`config.mk`:
```
export PLATFORM = sky130hd
export DESIGN_NAME = bs_branch_seq
export DESIGN_NICKNAME = d
export VERILOG_FILES = /design/src/rtl/bs_pkg.sv /design/src/rtl/bs_decode.sv /design/src/rtl/bs_seq_ctl.sv /design/src/rtl/bs_stack_port.sv /design/src/rtl/bs_branch_seq.sv
export SDC_FILE = /design/constraint.sdc
export NUM_CORES = 1
export LEC_CHECK = 0
export BUFFER_PORTS_ARGS = -buffer_cell sky130_fd_sc_hd__buf_4
export CAP_MARGIN = 5
export CORE_ASPECT_RATIO = 0.75
export CORE_UTILIZATION = 50
export CTS_BUF_LIST = sky130_fd_sc_hd__clkbuf_16
export CTS_CLUSTER_DIAMETER = 80
export CTS_CLUSTER_SIZE = 14
export DETAILED_ROUTE_END_ITERATION = 12
export PLACE_DENSITY = 0.84
export SETUP_SLACK_MARGIN = 0.05
export SLEW_MARGIN = 5
export SYNTH_ARGS = -nofsm -noshare
export SYNTH_HDL_FRONTEND = slang
export SYNTH_SLANG_ARGS = --single-unit
```
`constraint.sdc`:
```
create_clock -name clk -period 3.3 [get_ports clk]
set_clock_uncertainty 0.15 [all_clocks]
set_input_delay 0.66 -clock clk [delete_from_list [all_inputs] [get_ports clk]]
set_output_delay 0.66 -clock clk [all_outputs]
set_load 0.1 [all_outputs]
```
`src/rtl/bs_pkg.sv`:
```
package bs_pkg;
  localparam int NIB_W  = 4;
  localparam int STEP_W = 8;
  localparam int OPC_W  = 12;
  localparam int CNT_W  = 4;

  localparam int LEN_JUMP = 5;
  localparam int LEN_CALL = 7;
  localparam int LEN_RETD = 12;

  typedef enum logic [2:0] {
    GRP_NONE,
    GRP_JUMP,
    GRP_CALL,
    GRP_CALZ,
    GRP_RETD
  } grp_e;

  function automatic logic [CNT_W-1:0] seq_len(grp_e g);
    case (g)
      GRP_JUMP:          seq_len = CNT_W'(LEN_JUMP);
      GRP_CALL, GRP_CALZ: seq_len = CNT_W'(LEN_CALL);
      GRP_RETD:          seq_len = CNT_W'(LEN_RETD);
      default:           seq_len = CNT_W'(1);
    endcase
  endfunction
endpackage

```
`src/rtl/bs_decode.sv`:
```
module bs_decode
  import bs_pkg::*;
(
  input  logic [OPC_W-1:0] opcode,
  input  logic             cond_c,
  input  logic             cond_z,
  output grp_e             grp,
  output logic             taken
);
  logic [3:0] major;
  assign major = opcode[OPC_W-1 -: 4];

  always_comb begin
    grp   = GRP_NONE;
    taken = 1'b0;
    case (major)
      4'h0: begin grp = GRP_JUMP; taken = 1'b1;    end
      4'h1: begin grp = GRP_RETD; taken = 1'b1;    end
      4'h2: begin grp = GRP_JUMP; taken = cond_c;  end
      4'h3: begin grp = GRP_JUMP; taken = !cond_c; end
      4'h4: begin grp = GRP_CALL; taken = 1'b1;    end
      4'h5: begin grp = GRP_CALZ; taken = 1'b1;    end
      4'h6: begin grp = GRP_JUMP; taken = cond_z;  end
      4'h7: begin grp = GRP_JUMP; taken = !cond_z; end
      default: begin grp = GRP_NONE; taken = 1'b0; end
    endcase
  end
endmodule

```
`src/rtl/bs_seq_ctl.sv`:
```
module bs_seq_ctl
  import bs_pkg::*;
(
  input  logic             clk,
  input  logic             rst_n,
  input  logic             op_valid,
  input  grp_e             grp,
  output logic             accept,
  output logic             busy,
  output logic             last,
  output logic [CNT_W-1:0] cnt
);
  logic             busy_q, busy_d;
  logic [CNT_W-1:0] cnt_q, cnt_d;
  logic [CNT_W-1:0] len_q, len_d;

  assign accept = op_valid && !busy_q && (grp != GRP_NONE);
  assign last   = busy_q && (cnt_q == len_q - CNT_W'(1));
  assign busy   = busy_q;
  assign cnt    = cnt_q;

  always_comb begin
    busy_d = busy_q;
    cnt_d  = cnt_q;
    len_d  = len_q;
    if (accept) begin
      busy_d = 1'b1;
      cnt_d  = '0;
      len_d  = seq_len(grp);
    end else if (last) begin
      busy_d = 1'b0;
      cnt_d  = '0;
    end else if (busy_q) begin
      cnt_d  = cnt_q + CNT_W'(1);
    end
  end

  always_ff @(posedge clk or negedge rst_n) begin
    if (!rst_n) begin
      busy_q <= 1'b0;
      cnt_q  <= '0;
      len_q  <= CNT_W'(1);
    end else begin
      busy_q <= busy_d;
      cnt_q  <= cnt_d;
      len_q  <= len_d;
    end
  end
endmodule

```
`src/rtl/bs_stack_port.sv`:
```
module bs_stack_port
  import bs_pkg::*;
#(
  parameter int SP_W = 8
) (
  input  logic              clk,
  input  logic              rst_n,
  input  grp_e              grp_q,
  input  logic              busy,
  input  logic [CNT_W-1:0]  cnt,
  input  logic [SP_W-1:0]   sp_q,
  input  logic [SP_W-1:0]   x_q,
  input  logic [STEP_W-1:0] ret_step,
  input  logic [NIB_W-1:0]  cur_page,
  input  logic [STEP_W-1:0] imm,
  input  logic [NIB_W-1:0]  mem_rdata,
  output logic [SP_W-1:0]   mem_addr,
  output logic              mem_we,
  output logic              mem_re,
  output logic [NIB_W-1:0]  mem_wdata,
  output logic [STEP_W-1:0] pop_step,
  output logic [NIB_W-1:0]  pop_page
);
  localparam logic [SP_W-1:0] ONE   = SP_W'(1);
  localparam logic [SP_W-1:0] TWO   = SP_W'(2);
  localparam logic [SP_W-1:0] THREE = SP_W'(3);

  logic is_push, is_pop;
  assign is_push = busy && (grp_q == GRP_CALL || grp_q == GRP_CALZ);
  assign is_pop  = busy && (grp_q == GRP_RETD);

  always_comb begin
    mem_addr  = sp_q;
    mem_we    = 1'b0;
    mem_re    = 1'b0;
    mem_wdata = '0;
    if (is_push) begin
      case (cnt)
        CNT_W'(0): begin mem_addr = sp_q - ONE;   mem_we = 1'b1; mem_wdata = cur_page;      end
        CNT_W'(1): begin mem_addr = sp_q - TWO;   mem_we = 1'b1; mem_wdata = ret_step[7:4]; end
        CNT_W'(2): begin mem_addr = sp_q - THREE; mem_we = 1'b1; mem_wdata = ret_step[3:0]; end
        default: ;
      endcase
    end else if (is_pop) begin
      case (cnt)
        CNT_W'(0): begin mem_addr = sp_q;        mem_re = 1'b1; end
        CNT_W'(1): begin mem_addr = sp_q + ONE;  mem_re = 1'b1; end
        CNT_W'(2): begin mem_addr = sp_q + TWO;  mem_re = 1'b1; end
        CNT_W'(3): begin mem_addr = x_q;         mem_we = 1'b1; mem_wdata = imm[3:0]; end
        CNT_W'(4): begin mem_addr = x_q + ONE;   mem_we = 1'b1; mem_wdata = imm[7:4]; end
        default: ;
      endcase
    end
  end

  // read data arrives one cycle after each read strobe
  logic             cap_lo, cap_hi, cap_pg;
  logic [NIB_W-1:0] lo_q, lo_d, hi_q, hi_d, pg_q, pg_d;

  assign cap_lo = is_pop && (cnt == CNT_W'(1));
  assign cap_hi = is_pop && (cnt == CNT_W'(2));
  assign cap_pg = is_pop && (cnt == CNT_W'(3));

  always_comb begin
    lo_d = cap_lo ? mem_rdata : lo_q;
    hi_d = cap_hi ? mem_rdata : hi_q;
    pg_d = cap_pg ? mem_rdata : pg_q;
  end

  always_ff @(posedge clk or negedge rst_n) begin
    if (!rst_n) begin
      lo_q <= '0;
      hi_q <= '0;
      pg_q <= '0;
    end else begin
      lo_q <= lo_d;
      hi_q <= hi_d;
      pg_q <= pg_d;
    end
  end

  assign pop_step = {hi_q, lo_q};
  assign pop_page = pg_q;
endmodule

```
`src/rtl/bs_branch_seq.sv`:
```
module bs_branch_seq
  import bs_pkg::*;
#(
  parameter int              BANK_W  = 1,
  parameter int              SP_W    = 8,
  parameter logic [SP_W-1:0] SP_INIT = '0
) (
  input  logic              clk,
  input  logic              rst_n,
  input  logic              op_valid,
  input  logic [11:0]       opcode,
  input  logic              flag_c,
  input  logic              flag_z,
  input  logic [BANK_W-1:0] pend_bank,
  input  logic [3:0]        pend_page,
  input  logic [SP_W-1:0]   x_ptr,
  input  logic [3:0]        mem_rdata,
  output logic              busy,
  output logic [BANK_W-1:0] pc_bank,
  output logic [3:0]        pc_page,
  output logic [7:0]        pc_step,
  output logic [SP_W-1:0]   sp,
  output logic [SP_W-1:0]   mem_addr,
  output logic              mem_re,
  output logic              mem_we,
  output logic [3:0]        mem_wdata,
  output logic              x_adv,
  output logic [SP_W-1:0]   x_next
);
  localparam logic [SP_W-1:0]   SP_DELTA = SP_W'(3);
  localparam logic [SP_W-1:0]   X_DELTA  = SP_W'(2);
  localparam logic [STEP_W-1:0] STEP_ONE = STEP_W'(1);

  grp_e             dec_grp;
  logic             dec_taken;
  logic             accept, last;
  logic [CNT_W-1:0] cnt;

  bs_decode u_dec (
    .opcode (opcode),
    .cond_c (flag_c),
    .cond_z (flag_z),
    .grp    (dec_grp),
    .taken  (dec_taken)
  );

  bs_seq_ctl u_ctl (
    .clk      (clk),
    .rst_n    (rst_n),
    .op_valid (op_valid),
    .grp      (dec_grp),
    .accept   (accept),
    .busy     (busy),
    .last     (last),
    .cnt      (cnt)
  );

  // operands captured when a branch is accepted
  grp_e              grp_q, grp_d;
  logic              taken_q, taken_d;
  logic [STEP_W-1:0] imm_q, imm_d;
  logic [BANK_W-1:0] nbank_q, nbank_d;
  logic [NIB_W-1:0]  npage_q, npage_d;
  logic [SP_W-1:0]   x_q, x_d;

  always_comb begin
    grp_d   = grp_q;
    taken_d = taken_q;
    imm_d   = imm_q;
    nbank_d = nbank_q;
    npage_d = npage_q;
    x_d     = x_q;
    if (accept) begin
      grp_d   = dec_grp;
      taken_d = dec_taken;
      imm_d   = opcode[STEP_W-1:0];
      nbank_d = pend_bank;
      npage_d = pend_page;
      x_d     = x_ptr;
    end
  end

  always_ff @(posedge clk or negedge rst_n) begin
    if (!rst_n) begin
      grp_q   <= GRP_NONE;
      taken_q <= 1'b0;
      imm_q   <= '0;
      nbank_q <= '0;
      npage_q <= '0;
      x_q     <= '0;
    end else begin
      grp_q   <= grp_d;
      taken_q <= taken_d;
      imm_q   <= imm_d;
      nbank_q <= nbank_d;
      npage_q <= npage_d;
      x_q     <= x_d;
    end
  end

  // program counter and stack pointer
  logic [BANK_W-1:0] bank_q, bank_d;
  logic [NIB_W-1:0]  page_q, page_d;
  logic [STEP_W-1:0] step_q, step_d;
  logic [SP_W-1:0]   sp_q, sp_d;
  logic [STEP_W-1:0] step_inc;
  logic [STEP_W-1:0] pop_step;
  logic [NIB_W-1:0]  pop_page;
  logic              plain;

  assign step_inc = step_q + STEP_ONE;
  assign plain    = op_valid && !busy && (dec_grp == GRP_NONE);

  bs_stack_port #(.SP_W(SP_W)) u_stk (
    .clk       (clk),
    .rst_n     (rst_n),
    .grp_q     (grp_q),
    .busy      (busy),
    .cnt       (cnt),
    .sp_q      (sp_q),
    .x_q       (x_q),
    .ret_step  (step_inc),
    .cur_page  (page_q),
    .imm       (imm_q),
    .mem_rdata (mem_rdata),
    .mem_addr  (mem_addr),
    .mem_we    (mem_we),
    .mem_re    (mem_re),
    .mem_wdata (mem_wdata),
    .pop_step  (pop_step),
    .pop_page  (pop_page)
  );

  always_comb begin
    bank_d = bank_q;
    page_d = page_q;
    step_d = step_q;
    sp_d   = sp_q;
    if (plain) begin
      step_d = step_inc;
    end else if (last) begin
      case (grp_q)
        GRP_JUMP: begin
          if (taken_q) begin
            bank_d = nbank_q;
            page_d = npage_q;
            step_d = imm_q;
          end else begin
            step_d = step_inc;
          end
        end
        GRP_CALL: begin
          bank_d = nbank_q;
          page_d = npage_q;
          step_d = imm_q;
          sp_d   = sp_q - SP_DELTA;
        end
        GRP_CALZ: begin
          bank_d = nbank_q;
          page_d = '0;
          step_d = imm_q;
          sp_d   = sp_q - SP_DELTA;
        end
        GRP_RETD: begin
          page_d = pop_page;
          step_d = pop_step;
          sp_d   = sp_q + SP_DELTA;
        end
        default: ;
      endcase
    end
  end

  always_ff @(posedge clk or negedge rst_n) begin
    if (!rst_n) begin
      bank_q <= '0;
      page_q <= '0;
      step_q <= '0;
      sp_q   <= SP_INIT;
    end else begin
      bank_q <= bank_d;
      page_q <= page_d;
      step_q <= step_d;
      sp_q   <= sp_d;
    end
  end

  assign pc_bank = bank_q;
  assign pc_page = page_q;
  assign pc_step = step_q;
  assign sp      = sp_q;
  assign x_adv   = last && (grp_q == GRP_RETD);
  assign x_next  = x_q + X_DELTA;
endmodule

```
### Yosys cells after proc, flatten, opt, wreduce, memory -nomap -nowiden

Cells that the tools add are included.

* add/subtract/negate cells: 11
* equality and inequality tests: 21
* muxes and demuxes: 31
* bitwise logic cells: 1
* reductions and logical operators: 35

Operators with widths (number)
* $pmux W8 S3: 2
* $mux W8: 5
* $pmux W8 S4: 1
* $add A8 B1 Y8 const B: 3
* $add A8 B2 Y8 const B: 3
* $mux W4: 6
* $pmux W4 S3: 2
* $eq A4 B3 Y1 const B: 5
* $eq A4 B2 Y1 const B: 4
* $pmux W4 S4: 1
* $pmux W8 S2: 1
* $sub A8 B2 Y8 const B: 2
* $eq A3 B2 Y1 const B: 4
* $pmux W3 S4: 1
* $logic_and A1 B1 Y1: 10
* $mux W1: 9
* $eq A4 B1 Y1 const B: 2
* $logic_not A4 Y1: 2
* $pmux W4 S2: 1
* $reduce_and A4 Y1: 2
* $reduce_bool A2 Y1: 4
* $reduce_bool A4 Y1: 2
* $sub A8 B1 Y8 const B: 1
* $eq A3 B1 Y1 const B: 2
* 18 further kinds: 24

* register bits after elaboration: 67
* output and inout bits: 45
* logic and storage cells: 115

### Depth between registers and ports, before layout

Gate-level depths: netlist (run 1).

* depth after elaboration: 7
* mapped depth: 14
* gate-level depth less buffers: 11

### Cells and area by module

A second synthesis (run 1) with hierarchy kept.

* cells, all modules: 529
* area, all modules: 4794.6 µm²

By module, submodules not included
* bs_branch_seq: times used 1, cells an instance 234, area each 2487.4 µm², seq. area each 1151.1 µm²
* bs_stack_port: times used 1, cells an instance 236, area each 1739.2 µm², seq. area each 300.3 µm²
* bs_seq_ctl: times used 1, cells an instance 51, area each 511.7 µm², seq. area each 226.5 µm²
* bs_decode: times used 1, cells an instance 8, area each 56.3 µm², seq. area each 0.0 µm²

### Least setup slack after synthesis (run 1)

Ideal clock, no wire load.

* path kind: reg2out
* start: register sp_q[2] (netlist: sp[2])
* end: output port mem_addr[5]
* data arrival time: 4250 ps
* required time: 2490 ps
* path slack: -1760 ps
* stages on the path, launching flop included: 10
* cell sequence: dfrtp_1 > clkbuf_1 > inv_1 > ha_1 > a21oi_2 > nand2_1 > a2111oi_0 > a211oi_1 > a31o_1 > a21oi_1

* cells in the longest elaborated chain, start to end: 4
* elaborated cells on any way between the ends: 9

RTL lines
* start, declared: RTL line bs_branch_seq.sv:105 `logic [SP_W-1:0] sp_q, sp_d;`
* start signal, assigned: RTL line bs_branch_seq.sv:184 `sp_q <= sp_d;`
* $add A8 B2 Y8 / $add A8 B1 Y8 (equally long branches): RTL line bs_stack_port.sv:48, bs_stack_port.sv:47
* $pmux W8 S4: RTL line bs_stack_port.sv:45 `case (cnt)`
* $mux W8: RTL line bs_stack_port.sv:44 `end else if (is_pop) begin`
* $mux W8 (*): RTL line bs_stack_port.sv:37 `if (is_push) begin`
* end, declared: RTL line bs_branch_seq.sv:23 `output logic [SP_W-1:0] mem_addr,`

Mark *: on every way between the ends. The rest lies on a longest branch, timed or not.

### Worst setup path after layout (run 1)

* start: register u_ctl.cnt_q[0] (netlist: u_ctl.cnt[0])
* end: output port mem_addr[2]

* cells in the longest elaborated chain, start to end: 4
* elaborated cells on any way between the ends: 9

RTL lines
* start, declared: RTL line bs_seq_ctl.sv:14 `logic [CNT_W-1:0] cnt_q, cnt_d;`
* start signal, assigned: RTL line bs_seq_ctl.sv:45 `cnt_q <= cnt_d;`
* $eq A4 B3 Y1 (tied with other cells): RTL line bs_stack_port.sv:45
* $pmux W8 S4: RTL line bs_stack_port.sv:45
* $mux W8: RTL line bs_stack_port.sv:44
* $mux W8 (*): RTL line bs_stack_port.sv:37

Marked as above.

==> results of run 1 <==
stage by stage:
stage | cell area (um2) | setup WS, ps | instances | setup TNS, ps | utilization (%)
after floorplan | 4810 | -432 | 547 | -2110 | -
after global placement | 5550 | 165 | 726 | 0 | 64.0
after detailed placement | 5550 | 54.1 | 726 | 0 | 64.0
after CTS | 6060 | -81.4 | 748 | -198 | 69.9
after global routing | 6300 | -240 | 759 | -956 | 72.6
final | 6300 | -97.0 | 759 | -272 | 72.6
repair_timing:
item | in CTS | in global routing
buffers inserted | 7 | 10
endpoints found under the setup margin | 8 | 9
pin swaps | 14 | 11
resized for setup | 31 | 32
gates cloned | 0 | 1
cells in the final DEF (no fill, tap or decap), types with 16 or more instances in the layout:
cell / count
sky130_fd_sc_hd__a22oi_1: 16
sky130_fd_sc_hd__buf_4: 107
sky130_fd_sc_hd__dfrtp_1: 55
sky130_fd_sc_hd__nand2_1: 118
sky130_fd_sc_hd__nand3_1: 18
sky130_fd_sc_hd__nor2_1: 34
sky130_fd_sc_hd__o21ai_0: 16
sky130_fd_sc_hd__o21ai_1: 19
sky130_fd_sc_hd__xnor2_1: 28
sky130_fd_sc_hd__xor2_1: 16
registers in the layout, indices dropped and copies added, names as in the netlist:
signal	flops
sp	8
u_ctl.len_q	4
u_ctl.cnt	4
taken_q	1
imm_q	8
npage_q	4
nbank_q	1
u_ctl.busy	1
x_q	8
u_stk.hi_q	4
grp_q	3
u_stk.lo_q	4
u_stk.pop_page	4
pc_bank	1
pc_page	4
pc_step	8
cells by family (layout without fill, tap and decap cells):
family	count (synthesis)	count (layout)	synth area share, %
flip-flops	67	67	36.5
AO/OA/AOI/OAI	129	129	18.9
AND/OR/NAND/NOR	219	219	21.5
adder cells (fa/ha/maj)	15	15	4.09
multiplexers	24	24	5.69
buffers and inverters	48	152	4.77
XOR/XNOR	45	45	8.58
path summary, 6_finish.rpt:
kind | cells after the start | startpoint | slack [ps] | endpoint
hold reg to reg | 2 | nbank_q$_DFFE_PN0N_ | 340 | nbank_q$_DFFE_PN0N_
hold / removal | 1 | rst_n | 250 | sp[7]$_DFFE_PN0P_
max in group asynchronous | 1 | rst_n | 2100 | u_ctl.busy$_DFFE_PN0P_
setup / recovery | 10 | u_ctl.cnt[0]$_DFFE_PN0P_ | -100 | mem_addr[2]
setup reg to reg | 8 | u_ctl.len_q[0]$_DFFE_PN1N_ | 580 | sp[2]$_DFFE_PN0P_
min in group clk | 2 | nbank_q$_DFFE_PN0N_ | 340 | nbank_q$_DFFE_PN0N_
layer usage:
metal / track usage, % / vias up / wire, um
met5: 0 / - / 0
met4: 10.4 / 0 / 294
met3: 8.64 / 28 / 1520
met2: 47.0 / 255 / 6350
met1: 46.2 / 2220 / 6650
li1: - / 2139 / -
area by class of cell:
type	count	area, um2
Clock inverter	7	106
Clock buffer	9	225
Timing Repair Buffer	123	1050
Inverter	13	48.8
Tap cell	108	135
Multi-Input combinational cell	432	3020
Sequential cell	67	1710
Fill cell	638	2370
critical path: stages (launching register included):
cell	delay [ps]
sky130_fd_sc_hd__dfrtp_1	400
sky130_fd_sc_hd__inv_2	90
sky130_fd_sc_hd__ha_4	130
sky130_fd_sc_hd__and3b_2	280
sky130_fd_sc_hd__buf_4	200
sky130_fd_sc_hd__mux2i_1	230
sky130_fd_sc_hd__xnor2_1	80
sky130_fd_sc_hd__a222oi_1	330
sky130_fd_sc_hd__a21oi_1	120
sky130_fd_sc_hd__a21o_2	200
sky130_fd_sc_hd__buf_6	180
==> qor.txt, run 1 <==
Max FO, Critical Path = 7
Drt initial violations = 458
Final estimated routing congestion in global placement = 0.991
Drt wl/cell = 19.5 um
Synth Warn # = 0
Type of the most critical hold path = input port to async pin
Number of CTS-inserted buffers = 9
Number of nets still failing antenna checks after routing = 0
Number of buffer cells added on primary ports = 78
Initial standard-cell utilization of the core = 53.0%
Post-Syn Area = 4590 um2
Clock insertion delay at the later pin of the skew report = 350 ps
Top cell type's share of synthesized area = 36.0%
Number of hold buffers added after cts = 0
GR Overflow Total = 0
Fraction of final layout cells with drive strength greater than 1 = 33.3%
Area added between synthesis and finish = 37.1%
I/O pin cnt = 79
Critical path startpoint category = flip-flop
Post-Syn Nets = 596
CTS tree = done
Fmax achieved = 294 MHz
Library cell with the largest summed area after synthesis = sky130_fd_sc_hd__dfrtp_1
Clock-pin slew on the worst setup and hold paths = 60 ps
Chip width = 113 um
Largest net degree at the start of global routing = 68
Final hold slack = 252 ps
Top cells by area in the synthesized netlist = sky130_fd_sc_hd__dfrtp_1, sky130_fd_sc_hd__nand2_1, sky130_fd_sc_hd__xnor2_1, sky130_fd_sc_hd__ha_1, sky130_fd_sc_hd__xor2_1
Die outline area = 9580 um2
Data arrival time at the worst-slack endpoint = 2590 ps
Prevailing post-synth register cell = sky130_fd_sc_hd__dfrtp_1
Most repeated cell in the gate-level netlist after synthesis = sky130_fd_sc_hd__nand2_1
Final worst path period share = 103%
Wire length of the first global-routing pass = 23700 um
Total vias in the final route = 4642
Mean number of vias per cell = 6.12
Post-layout worst setup margin = -97.0 ps
Worst rel slew slack = 44.1%
Run status = complete, but fails checks
Number of flops mapped to enable cells by yosys = 0
Placement Rows = 29
Clock Sink Count = 67
Synthesis-stage register bit count = 67
Drt pass-1 iters = 5
Final Hold Fails = 0
Crit end category = primary output
H-tree depth reported by CTS = 3
Net count of the finished layout = 695
Required time at the endpoint of the critical path = 2490 ps
Remaining DRCs = 0
Post-synthesis async set-or-reset flop share = 100%
Number of inserted diodes = 0
Slew @ Worst Pin = 838 ps
RSZ-0062 raised after global routing = yes
Leading post-synthesis cells by instance count = sky130_fd_sc_hd__nand2_1, sky130_fd_sc_hd__dfrtp_1, sky130_fd_sc_hd__nor2_1
Overall routed net length = 14800 um
Max-slew violation total from the final report = 0
Final critical-path required period = 3400 ps
Per-instance average area after synthesis = 8.40 um2
Number of max-cap violations = 0
Die height = 85.0 um
WS Path Type = flip-flop to primary output
Total routing resource utilization after global routing = 32.1%
CTS Buffer Depth = 2
Synthesized instance count = 547
Count of different cell masters after synthesis = 62
Proportion of synthesized chip area in sequential cells = 36.5%
Area of the core = 8670 um2
Setup-failing EPs final = 4
Cell at the root of the clock tree = sky130_fd_sc_hd__clkbuf_16
Number of global-route vias before repair = 4444
Post-detail-place hpwl = 10300 um
Violated checks = negative setup slack
Initial antenna violation count = 0
Power of run 1 is left out: the tool's default activity adds up to more than one toggle a clock period on the data nets, which glitch-free logic cannot reach.
==> run 2: changes to the inputs <==
--- a/config.mk
+++ b/config.mk
@@ -13,7 +13,7 @@
 export CTS_CLUSTER_DIAMETER = 80
 export CTS_CLUSTER_SIZE = 14
 export DETAILED_ROUTE_END_ITERATION = 12
-export PLACE_DENSITY = 0.84
+export PLACE_DENSITY = 0.81
 export SETUP_SLACK_MARGIN = 0.05
 export SLEW_MARGIN = 5
 export SYNTH_ARGS = -nofsm -noshare
==> constraint.sdc (replaced) <==
create_clock -name clk -period 4.2 [get_ports clk]
set_clock_uncertainty 0.15 [all_clocks]
set_input_delay 0.84 -clock clk [delete_from_list [all_inputs] [get_ports clk]]
set_output_delay 0.84 -clock clk [all_outputs]
set_load 0.1 [all_outputs]
==> run 2 against run 1 <==
Die area unchanged. Global-route usage fell by 1.8 points. Register-to-register slack gained 760 ps. Critical path type unchanged. The flow now finishes without violations. Critical path depth is 2 higher.
==> qor.txt, run 2 (synthesis results as in run 1) <==
Final Hold Fails = 0 (unchanged)
CP bufs+invs = 4 (was 3)
Number of max-cap violations = 0 (unchanged)
Cell at the root of the clock tree = sky130_fd_sc_hd__clkbuf_16 (unchanged)
Initial antenna violation count = 0 (unchanged)
Cell class contributing the biggest share of worst-path delay = compound AO/OA/AOI/OAI gates (unchanged)
Max FO, Critical Path = 9 (was 7)
Number of nets still failing antenna checks after routing = 0 (unchanged)
Chip width = 113 um (unchanged)
Final critical-path required period = 3970 ps
Crit end category = primary output (unchanged)
Worst rel slew slack = 29.6% (was 44.1%)
RSZ-0062 raised after global routing = no (was yes)
H-tree depth reported by CTS = 3 (unchanged)
Required time at the endpoint of the critical path = 3210 ps (was 2490 ps)
I/O pin cnt = 79 (unchanged)
Mean number of vias per cell = 6.17 (was 6.12)
Net count of the finished layout = 661 (was 695)
Number of global-route vias before repair = 4150 (was 4444)
Wire length of the first global-routing pass = 22500 um (was 23700 um)
Number of CTS-inserted buffers = 9 (unchanged)
Run status = finished clean (was complete, but fails checks)
Number of buffer cells added on primary ports = 78 (unchanged)
Critical-path cell list = inv_1 > ha_2 > and3b_2 > buf_4 > o21ai_1 > ha_2 > buf_4 > xnor2_1 > a222oi_1 > a21oi_1 > a21o_1 > buf_4 (was inv_2 > ha_4 > and3b_2 > buf_4 > mux2i_1 > xnor2_1 > a222oi_1 > a21oi_1 > a21o_2 > buf_6)
CTS tree = done (unchanged)
Initial standard-cell utilization of the core = 53.0% (unchanged)
Cell area after layout = 5660 um2 (was 6300 um2)
GR Overflow Total = 0 (unchanged)
Fmax achieved = 252 MHz
Slowest cell on the critical path = sky130_fd_sc_hd__dfrtp_2 (was sky130_fd_sc_hd__dfrtp_1)
Largest net degree at the start of global routing = 68 (unchanged)
Drt wl/cell = 19.2 um (was 19.5 um)
Placement Rows = 29 (unchanged)
Clock Sink Count = 67 (unchanged)
Critical path startpoint category = flip-flop (unchanged)
Clock insertion delay at the later pin of the skew report = 330 ps (was 350 ps)
Final estimated routing congestion in global placement = 0.901 (was 0.991)
Fraction of final layout cells with drive strength greater than 1 = 24.0% (was 33.3%)
Area added between synthesis and finish = 23.1% (was 37.1%)
Overall routed net length = 13900 um (was 14800 um)
Most common cell type on the critical path = sky130_fd_sc_hd__buf_4
Total routing resource utilization after global routing = 30.3% (was 32.1%)
Final TNS setup = 0 ps (was -272 ps)
Type of the most critical hold path = flip-flop to flip-flop (was input port to async pin)
WS Path Type = flip-flop to primary output (unchanged)
CTS Buffer Depth = 2 (unchanged)
Setup-failing EPs final = 0 (was 4)
Die outline area = 9580 um2 (unchanged)
Total vias in the final route = 4476 (was 4642)
Number of inserted diodes = 0 (unchanged)
Final worst path period share = 94.6%
Slew @ Worst Pin = 1060 ps (was 838 ps)
Data arrival time at the worst-slack endpoint = 2980 ps (was 2590 ps)
Die height = 85.0 um (unchanged)
Max-slew violation total from the final report = 0 (unchanged)
Most common cell after layout, fill and taps aside = sky130_fd_sc_hd__nand2_1 (unchanged)
Final hold slack = 352 ps (was 252 ps)
Post-detail-place hpwl = 10000 um (was 10300 um)
Drt initial violations = 529 (was 458)
Placed Area = 5300 um2 (was 5550 um2)
Clock-pin slew on the worst setup and hold paths = 60 ps (about the same)
Commonest non-fill, non-tap cells in the layout = sky130_fd_sc_hd__nand2_1, sky130_fd_sc_hd__buf_4, sky130_fd_sc_hd__dfrtp_1 (unchanged)
Drt pass-1 iters = 8 (was 5)
Remaining DRCs = 0 (unchanged)
Area of the core = 8670 um2 (unchanged)
Largest stage delay on the critical path = 450 ps (was 400 ps)
[run 2: cell count changes in the layout (fill, tap and decap cells not counted), moves of 5 or more]
cell                      before  now
sky130_fd_sc_hd__buf_12        6    0
sky130_fd_sc_hd__buf_4       107   88
sky130_fd_sc_hd__buf_6         8    1
sky130_fd_sc_hd__dfrtp_2       4   10
sky130_fd_sc_hd__dfrtp_4       7    0
sky130_fd_sc_hd__ha_1          8   13
[run 2: area by class of cell]
cell class | count | area (um2)
clock buffers | 9 | 225
clock inverters | 7 | 105
fillers | 716 | 3020
inverters | 13 | 48.8
multi-input cells | 432 | 2780
flip-flops and latches | 67 | 1690
well taps | 108 | 135
repair buffers | 89 | 672
[run 2: per-stage QoR]
stage | worst slack [ps] | utilization (%) | std cells
floorplan | -348 | - | 547
global placement | 363 | 61.1 | 708
detailed placement | 209 | 61.1 | 708
CTS | 61.6 | 65.0 | 724
global route | 63.6 | 65.2 | 725
finish | 227 | 65.2 | 725
[run 2: worst register-to-register path: stages, from the launching register on]
cell                      delay (ps)
sky130_fd_sc_hd__dfstp_2         550
sky130_fd_sc_hd__inv_1            70
sky130_fd_sc_hd__ha_1            210
sky130_fd_sc_hd__xnor2_1         140
sky130_fd_sc_hd__xnor2_1         240
sky130_fd_sc_hd__nor3_2          140
sky130_fd_sc_hd__a21oi_1         830
sky130_fd_sc_hd__mux2_2          420
[run 2: per-layer routing]
metal | vias to the layer above | wire length [um] | global-route usage, %
met3 | 19 | 1260 | 7.86
met1 | 2151 | 6540 | 45.5
met2 | 247 | 5970 | 43.7
met5 | - | 0 | 0
met4 | 0 | 138 | 6.67
li1 | 2059 | - | -
[run 2: what timing repair did]
| action | in CTS | in global routing |
|---|---|---|
| hold buffers | 0 | 0 |
| pin swaps | 1 | 1 |
| buffers inserted | 0 | 1 |
| resized for setup | 4 | 5 |
| setup endpoints to repair | 1 | 3 |
[run 2: final timing paths]
check / start / end / slack (ps) / depth (start not counted)
max in group asynchronous: rst_n / u_ctl.cnt[1]$_DFFE_PN0P_ / 2810 / 1
worst min register to register: u_stk.pop_page[0]$_DFFE_PN0P_ / u_stk.pop_page[0]$_DFFE_PN0P_ / 350 / 1
worst max-delay path: u_ctl.cnt[0]$_DFFE_PN0P_ / mem_addr[2] / 230 / 12
min in group asynchronous: rst_n / sp[3]$_DFFE_PN0P_ / 440 / 1
worst max register to register: u_ctl.len_q[0]$_DFFE_PN1N_ / pc_step[0]$_DFFE_PN0P_ / 1340 / 7
worst min-delay path: u_stk.pop_page[0]$_DFFE_PN0P_ / u_stk.pop_page[0]$_DFFE_PN0P_ / 350 / 1
Power of run 2 is left out for the same reason.
